**src/rtl/dag_pkg.sv**
```systemverilog
package dag_pkg;
  // Classification of an operand access
  typedef enum logic [1:0] {
    ACC_NONE     = 2'd0,
    ACC_DIRECT   = 2'd1,
    ACC_INDIRECT = 2'd2,
    ACC_SELF     = 2'd3
  } acc_kind_e;
endpackage

```
**src/rtl/dag_addr_mux.sv**
```systemverilog
module dag_addr_mux
  import dag_pkg::*;
#(
  parameter int ADDR_W = 9,
  parameter int OFS_W  = 7,
  parameter int PTR_W  = 8
) (
  input  logic                      valid_i,
  input  logic [OFS_W-1:0]          file_i,
  input  logic [ADDR_W-OFS_W-1:0]   page_i,
  input  logic [ADDR_W-PTR_W-1:0]   ind_page_i,
  input  logic [PTR_W-1:0]          ptr_i,
  output logic [ADDR_W-1:0]         addr_o,
  output acc_kind_e                 kind_o
);
  localparam int PAGE_W  = ADDR_W - OFS_W;
  localparam int IPAGE_W = ADDR_W - PTR_W;

  function automatic logic [ADDR_W-1:0] direct_addr(
    input logic [PAGE_W-1:0] pg, input logic [OFS_W-1:0] fl);
    return {pg, fl};
  endfunction

  function automatic logic [ADDR_W-1:0] indirect_addr(
    input logic [IPAGE_W-1:0] pg, input logic [PTR_W-1:0] p);
    return {pg, p};
  endfunction

  function automatic logic names_ind_reg(input logic [OFS_W-1:0] ofs);
    return ofs == '0;
  endfunction

  logic is_ind;
  logic is_self;

  always_comb begin
    is_ind  = names_ind_reg(file_i);
    is_self = is_ind && names_ind_reg(ptr_i[OFS_W-1:0]);
    addr_o  = is_ind ? indirect_addr(ind_page_i, ptr_i)
                     : direct_addr(page_i, file_i);
    if (!valid_i)     kind_o = ACC_NONE;
    else if (is_self) kind_o = ACC_SELF;
    else if (is_ind)  kind_o = ACC_INDIRECT;
    else              kind_o = ACC_DIRECT;
  end
endmodule

```
**src/rtl/dag_wb_stage.sv**
```systemverilog
module dag_wb_stage
  import dag_pkg::*;
#(
  parameter int ADDR_W = 9
) (
  input  logic              clk,
  input  logic              rst_n,
  input  acc_kind_e         kind_i,
  input  logic [ADDR_W-1:0] addr_i,
  input  logic              res_we_i,
  output acc_kind_e         kind_q_o,
  output logic [ADDR_W-1:0] waddr_o,
  output logic              we_o
);
  acc_kind_e         kind_q;
  logic [ADDR_W-1:0] addr_q;

  always_ff @(posedge clk or negedge rst_n) begin
    if (!rst_n) begin
      kind_q <= ACC_NONE;
      addr_q <= '0;
    end else begin
      kind_q <= kind_i;
      if (kind_i != ACC_NONE) addr_q <= addr_i;
    end
  end

  assign kind_q_o = kind_q;
  assign waddr_o  = addr_q;
  assign we_o     = res_we_i &&
                    (kind_q == ACC_DIRECT || kind_q == ACC_INDIRECT);
endmodule

```
**src/rtl/dag_rdata_guard.sv**
```systemverilog
module dag_rdata_guard
  import dag_pkg::*;
#(
  parameter int DATA_W = 8
) (
  input  acc_kind_e         kind_q_i,
  input  logic [DATA_W-1:0] rdata_i,
  output logic [DATA_W-1:0] opnd_o
);
  assign opnd_o = (kind_q_i == ACC_SELF) ? '0 : rdata_i;
endmodule

```
**src/rtl/data_addr_gen.sv**
```systemverilog
module data_addr_gen
  import dag_pkg::*;
#(
  parameter int ADDR_W = 9,
  parameter int OFS_W  = 7,
  parameter int PTR_W  = 8,
  parameter int DATA_W = 8
) (
  input  logic                    clk,
  input  logic                    rst_n,
  input  logic                    op_valid_i,
  input  logic [OFS_W-1:0]        op_file_i,
  input  logic [ADDR_W-OFS_W-1:0] page_sel_i,
  input  logic [ADDR_W-PTR_W-1:0] ind_page_i,
  input  logic [PTR_W-1:0]        ptr_i,
  input  logic                    res_we_i,
  input  logic [DATA_W-1:0]       ram_rdata_i,
  output logic [ADDR_W-1:0]       ram_raddr_o,
  output logic                    ram_oe_o,
  output logic [ADDR_W-1:0]       ram_waddr_o,
  output logic                    ram_we_o,
  output logic [DATA_W-1:0]       opnd_o
);
  // Named internal events, visible to the checker
  acc_kind_e kind_w;
  acc_kind_e kind_q_w;

  dag_addr_mux #(.ADDR_W(ADDR_W), .OFS_W(OFS_W), .PTR_W(PTR_W)) u_mux (
    .valid_i    (op_valid_i),
    .file_i     (op_file_i),
    .page_i     (page_sel_i),
    .ind_page_i (ind_page_i),
    .ptr_i      (ptr_i),
    .addr_o     (ram_raddr_o),
    .kind_o     (kind_w)
  );

  assign ram_oe_o = (kind_w == ACC_DIRECT) || (kind_w == ACC_INDIRECT);

  dag_wb_stage #(.ADDR_W(ADDR_W)) u_wb (
    .clk      (clk),
    .rst_n    (rst_n),
    .kind_i   (kind_w),
    .addr_i   (ram_raddr_o),
    .res_we_i (res_we_i),
    .kind_q_o (kind_q_w),
    .waddr_o  (ram_waddr_o),
    .we_o     (ram_we_o)
  );

  dag_rdata_guard #(.DATA_W(DATA_W)) u_guard (
    .kind_q_i (kind_q_w),
    .rdata_i  (ram_rdata_i),
    .opnd_o   (opnd_o)
  );
endmodule

```
**config.mk**
```make
export PLATFORM = sky130hd
export DESIGN_NAME = data_addr_gen
export DESIGN_NICKNAME = d
export VERILOG_FILES = /design/src/rtl/dag_pkg.sv /design/src/rtl/dag_addr_mux.sv /design/src/rtl/dag_wb_stage.sv /design/src/rtl/dag_rdata_guard.sv /design/src/rtl/data_addr_gen.sv
export SDC_FILE = /design/constraint.sdc
export NUM_CORES = 1
export LEC_CHECK = 0
export BUFFER_PORTS_ARGS = -buffer_cell sky130_fd_sc_hd__buf_2
export CORE_UTILIZATION = 35
export DETAILED_ROUTE_END_ITERATION = 12
export HOLD_SLACK_MARGIN = 0.12
export PLACE_DENSITY = 0.78
export SLEW_MARGIN = 20
export SYNTH_ARGS = -nofsm -noshare
export SYNTH_HDL_FRONTEND = slang
export SYNTH_SLANG_ARGS = --single-unit
```
**constraint.sdc**
```tcl
create_clock -name clk -period 1 [get_ports clk]
set_input_delay 0 -clock clk [delete_from_list [all_inputs] [get_ports clk]]
set_output_delay 0 -clock clk [all_outputs]
set_load 0.005 [all_outputs]
```
=== Word level (Yosys, flattened, before mapping) ===
Cells that the tools add are included.
Widths: inputs -> output; s select.

* Flip-flop bits (word level): 11
* Output and inout bits: 28

* Eq/ne operators: 5
* Muxes and demuxes: 5
* Reduce and logical (&&, ||, !) cells: 7

{| class="wikitable"
|+ Operators with widths
! kind !! number
|-
| $logic_not 7->1 || 2
|-
| $mux 9 || 1
|-
| $mux 8 || 1
|-
| $eq 2x2->1 const B || 3
|-
| $mux 2 || 3
|-
| $eq 2x1->1 const B || 2
|-
| $logic_and 1x1->1 || 2
|-
| $logic_or 1x1->1 || 2
|-
| $reduce_bool 2->1 || 1
|}

=== Depth between registers and ports, before layout ===
* Depth after elaboration: 6
* Depth in mapped cells: 9
* Depth with buffers taken out: 7

=== Cells and area by module ===
Synthesis repeated with hierarchy kept, for this count alone.

* Cell total of the unflattened synthesis: 49
* Area total of the unflattened synthesis: 623.1 sq um

{| class="wikitable"
|+ By module, submodules not included
! module !! instances !! cells each !! area an instance (sq um)
|-
| dag_wb_stage || 1 || 23 || 402.9
|-
| dag_addr_mux || 1 || 17 || 151.4
|-
| dag_rdata_guard || 1 || 8 || 60.1
|-
| data_addr_gen || 1 || 1 || 8.8
|}

=== Worst setup path before layout ===
No wires, ideal clock.

* Path type: input -> register
* Start: in ptr_i[3]
* End: reg u_wb.addr_q[7] (netlist: u_wb.waddr_o[7])
* Library setup time: 0.126 ns
* Arrival time: 1.622 ns
* Required time: 0.874 ns
* Setup slack: -0.748 ns
* Stages: 7
* Buffers on the path: 2
* Path through: or4_4 nor4_4 o21ai_1 ha_1 clkbuf_1 clkbuf_1 a221o_1

* Word-level cells in the longest chain between the ends: 5

{| class="wikitable"
|+ Ends and longest elaborated chain
! item !! RTL line !! text
|-
| from (decl) || data_addr_gen.sv:15 || <nowiki>input logic [PTR_W-1:0] ptr_i,</nowiki>
|-
| $logic_not 7->1 || dag_addr_mux.sv:30 || <nowiki>return ofs == '0;</nowiki>
|-
| $logic_and 1x1->1 || dag_addr_mux.sv:38 || <nowiki>is_self = is_ind && names_ind_reg(ptr_i[OFS_W-1:0]);</nowiki>
|-
| $mux 2 || dag_addr_mux.sv:42 || <nowiki>else if (is_self) kind_o = ACC_SELF;</nowiki>
|-
| $mux 2 || dag_addr_mux.sv:41 || <nowiki>if (!valid_i) kind_o = ACC_NONE;</nowiki>
|-
| $reduce_bool 2->1 || dag_wb_stage.sv:24 || <nowiki>if (kind_i != ACC_NONE) addr_q <= addr_i;</nowiki>
|-
| to (signal assigned) || dag_wb_stage.sv:24 ||
|-
| to (decl) || dag_wb_stage.sv:16 || <nowiki>logic [ADDR_W-1:0] addr_q;</nowiki>
|}

No other way between the ends.
A chain may end at the register's enable or synchronous reset.

=== Worst setup path after layout ===
* Start: in op_file_i[6]
* End: reg u_wb.addr_q[8] (netlist: u_wb.waddr_o[8])

* Word-level cells in the longest chain between the ends: 5
* Elaborated cells between the ends (all ways): 7
* Classes of those cells: mux (4); reduce/logical (3)

{| class="wikitable"
|+ Ends and longest elaborated chain
! item !! RTL line !! text
|-
| from (decl) || data_addr_gen.sv:12 || <nowiki>input logic [OFS_W-1:0] op_file_i,</nowiki>
|-
| $logic_not 7->1 * || dag_addr_mux.sv:30 ||
|-
| $mux 2 / $logic_and 1x1->1 (equally long branches) || dag_addr_mux.sv:43, dag_addr_mux.sv:38 ||
|-
| $mux 2 * || dag_addr_mux.sv:42 ||
|-
| $mux 2 * || dag_addr_mux.sv:41 ||
|-
| named net kind_w[1] || data_addr_gen.sv:25 || <nowiki>acc_kind_e kind_w;</nowiki>
|-
| $reduce_bool 2->1 * || dag_wb_stage.sv:24 ||
|}

The timed path passes the listed nets; every way through them passes the cells marked *.

==> impl_metrics.tcl <==
set metrics [dict create \
    status "complete, but fails checks" \
    violations "negative hold slack, negative setup slack" \
    power.leakage_nw 0.813 \
    rows 16 \
    ant_nets 0 \
    die_h_um 48.2 \
    n_antenna_cell 0 \
    layout.nets 204 \
    track_usage_pct 28.6 \
    hold_slack_ns -0.00385 \
    cp_max_fo 15 \
    synth_seq_cells 11 \
    syn-num-nets 108 \
    fmax_ghz 0.733 \
    syn_avg_cell_area_um2 9.84 \
    synthesis.area_um2 748 \
    worstPathRequired_ns 1.15 \
    die_x_um 48.2 \
    clock_sinks 11 \
    hpwl_um 1810 \
    slew_headroom_pct 77.8 \
    yosys_warnings 0 \
    timing.final.crit_share_pct 136 \
    drt_iter0_drc 15 \
    instances_no_fill 198 \
    hold_class "input pin to flip-flop" \
    route.detailed.drc 0 \
    htree_levels 1 \
    initial_core_util_pct 37.8 \
    vias 1037 \
    pin_count 58 \
    yosysUniqueCellTypes 25 \
    post-route-min-period_ns 1.36 \
    finalHoldViolCount 1 \
    crit_start "op_file_i[6]" \
    hold_start "op_valid_i" \
    end_kind "flip-flop" \
    rsz0062_at_grt "yes" \
    grt_overflow 0 \
    finalSetupViolCount 28 \
    clk_path_buf_depth 2 \
    drive_gt1_share_pct 71.9 \
    r2r_slack_ns 0.15 \
    first_pass_iters 5 \
    area_growth_pct 119 \
    cp.arrival_ns 1.51 \
    grt_pass1_wl_um 4460 \
    drv_cap 0 \
    worst_setup_path_start_kind "input pin" \
    viasPerCell 5.24 \
    antenna_found_initial 0 \
    dp.cells 174 \
    grt_pass1_vias 1002 \
    clock_latency_ns 0.27 \
    netlist_instances 76 \
    port_buffers 57 \
    grt_max_degree 16 \
    ir_worst_vdd_uv 876 \
    cts-buffers-inserted 3 \
    hold_buffers 9 \
    worstMarginPinSlew_ns 0.330 \
    path_class "input pin to flip-flop" \
    setup_ws_ns -0.364 \
    slew_violations 0 \
    drt-total-wl_um 3610 \
    place_congestion 0.733 \
    stdcell_area_um2 1640 \
    dieArea_um2 2330 \
    cts_root_buffer "clkbuf_4" \
    power_density_nw_per_um2 814 \
    cts_tree "done" \
    path_clk_slew_ns 0.07 \
    ys_seq_area_share_pct 36.8 \
    core_area_um2 1980 \
    r2r-start "u_wb.waddr_o[8]" \
    wire_per_inst_um 18.2 \
    placed_area_um2 1170 \
    fin_worst_skew_ns 0 \
]
kinds of logic after synthesis:
logic type	count (synthesis)	synth area share [%]
compound gates	17	15.2
fa+ha+maj	2	3.34
buf+inv	7	5.52
flops	11	36.8
mux	3	5.52
simple gates	36	33.6
state kept, by name, summed over array words and instances (netlist names):
signal	count
u_wb.waddr_o	9
u_wb.kind_q_o	2
routing by layer:
layer	GRT usage [%]	vias up	share of wire (%)
met4	16.7	0	2.4
met3	7.41	14	5.6
li1	-	462	-
met1	32.9	489	34
met5	0	-	0
met2	47.7	72	58
power by group:
group	internal [mW]	leakage (nW)	switching [mW]	total, mW
Combinational	0.294	0.670	0.217	0.511
Sequential	0.482	0.128	0.0251	0.507
Clock	0.155	0.0150	0.159	0.314
critical path, stage by stage:
cell     delay [ns]
buf_8          0.10
nor4_4         0.37
buf_4          0.20
and3_2         0.20
inv_1          0.08
ha_4           0.23
a221o_1        0.34
cell usage after synthesis, drive strengths merged:
cell	count	area (µm²)
a221o	2	20.0
nand2	1	11.3
a31o	1	8.76
clkbuf	2	7.51
dfrtp	11	275
nor2b	14	87.6
nand3	4	20.0
o21a	1	7.51
nand2b	6	37.5
a311oi	2	17.5
nor4	2	42.5
o21ai	1	5.00
and3	1	7.51
buf	2	22.5
inv	3	11.3
mux2	3	41.3
ha	2	25.0
nor3	1	5.00
and2	2	13.8
a21o	2	15.0
nor2	4	15.0
or4	1	11.3
a21oi	8	40.0
metrics by stage:
stage               utilization, %  setup TNS, ns  setup slack [ns]  hold WS (ns)  power, mW
finish                        82.6          -6.06            -0.364      -0.00385       1.33
global route                  82.6          -7.45            -0.407       -0.0238       1.42
CTS                           73.4          -4.80            -0.321       -0.0253       1.24
detailed placement            59.3          -7.18            -0.717        -0.111      0.850
global placement              59.3          -6.46            -0.635        -0.118      0.839
floorplan                        -          -4.97            -0.650        -0.296      0.641
cells in the final DEF (no fill, tap or decap), drive strengths merged, types with 3 or more instances in the layout:
master       count
dfrtp           11
clkbuf           4
inv              3
a21oi            8
mux2             3
dlygate4sd3      9
nand3            4
nor2             4
nand2b           6
buf             86
nor2b           14
what timing repair did:
action / 4_1_cts / 5_1_grt
resized for setup: 25 / 28
setup buffers: 6 / 7
pin swaps: 4 / 6
hold endpoints to repair: 19 / 2
endpoints found under the setup margin: 28 / 28
area by class of cell:
type | count | area, µm²
clock buffers | 4 | 26.3
fillers | 118 | 345
inverters | 3 | 11.3
multi-input cells | 58 | 592
flip-flops and latches | 11 | 275
well taps | 27 | 33.8
repair buffers | 95 | 698
path summary, 6_finish.rpt:
kind                                         end  cells after the start
worst max-delay path             u_wb.waddr_o[8]                      7
worst min-delay path            u_wb.kind_q_o[0]                      2
worst max register to register   u_wb.waddr_o[8]                      1
worst min register to register   u_wb.waddr_o[2]                      1
max in group asynchronous        u_wb.waddr_o[2]                      2
min in group asynchronous        u_wb.waddr_o[3]                      2
Power figures use the tool's default switching activity.
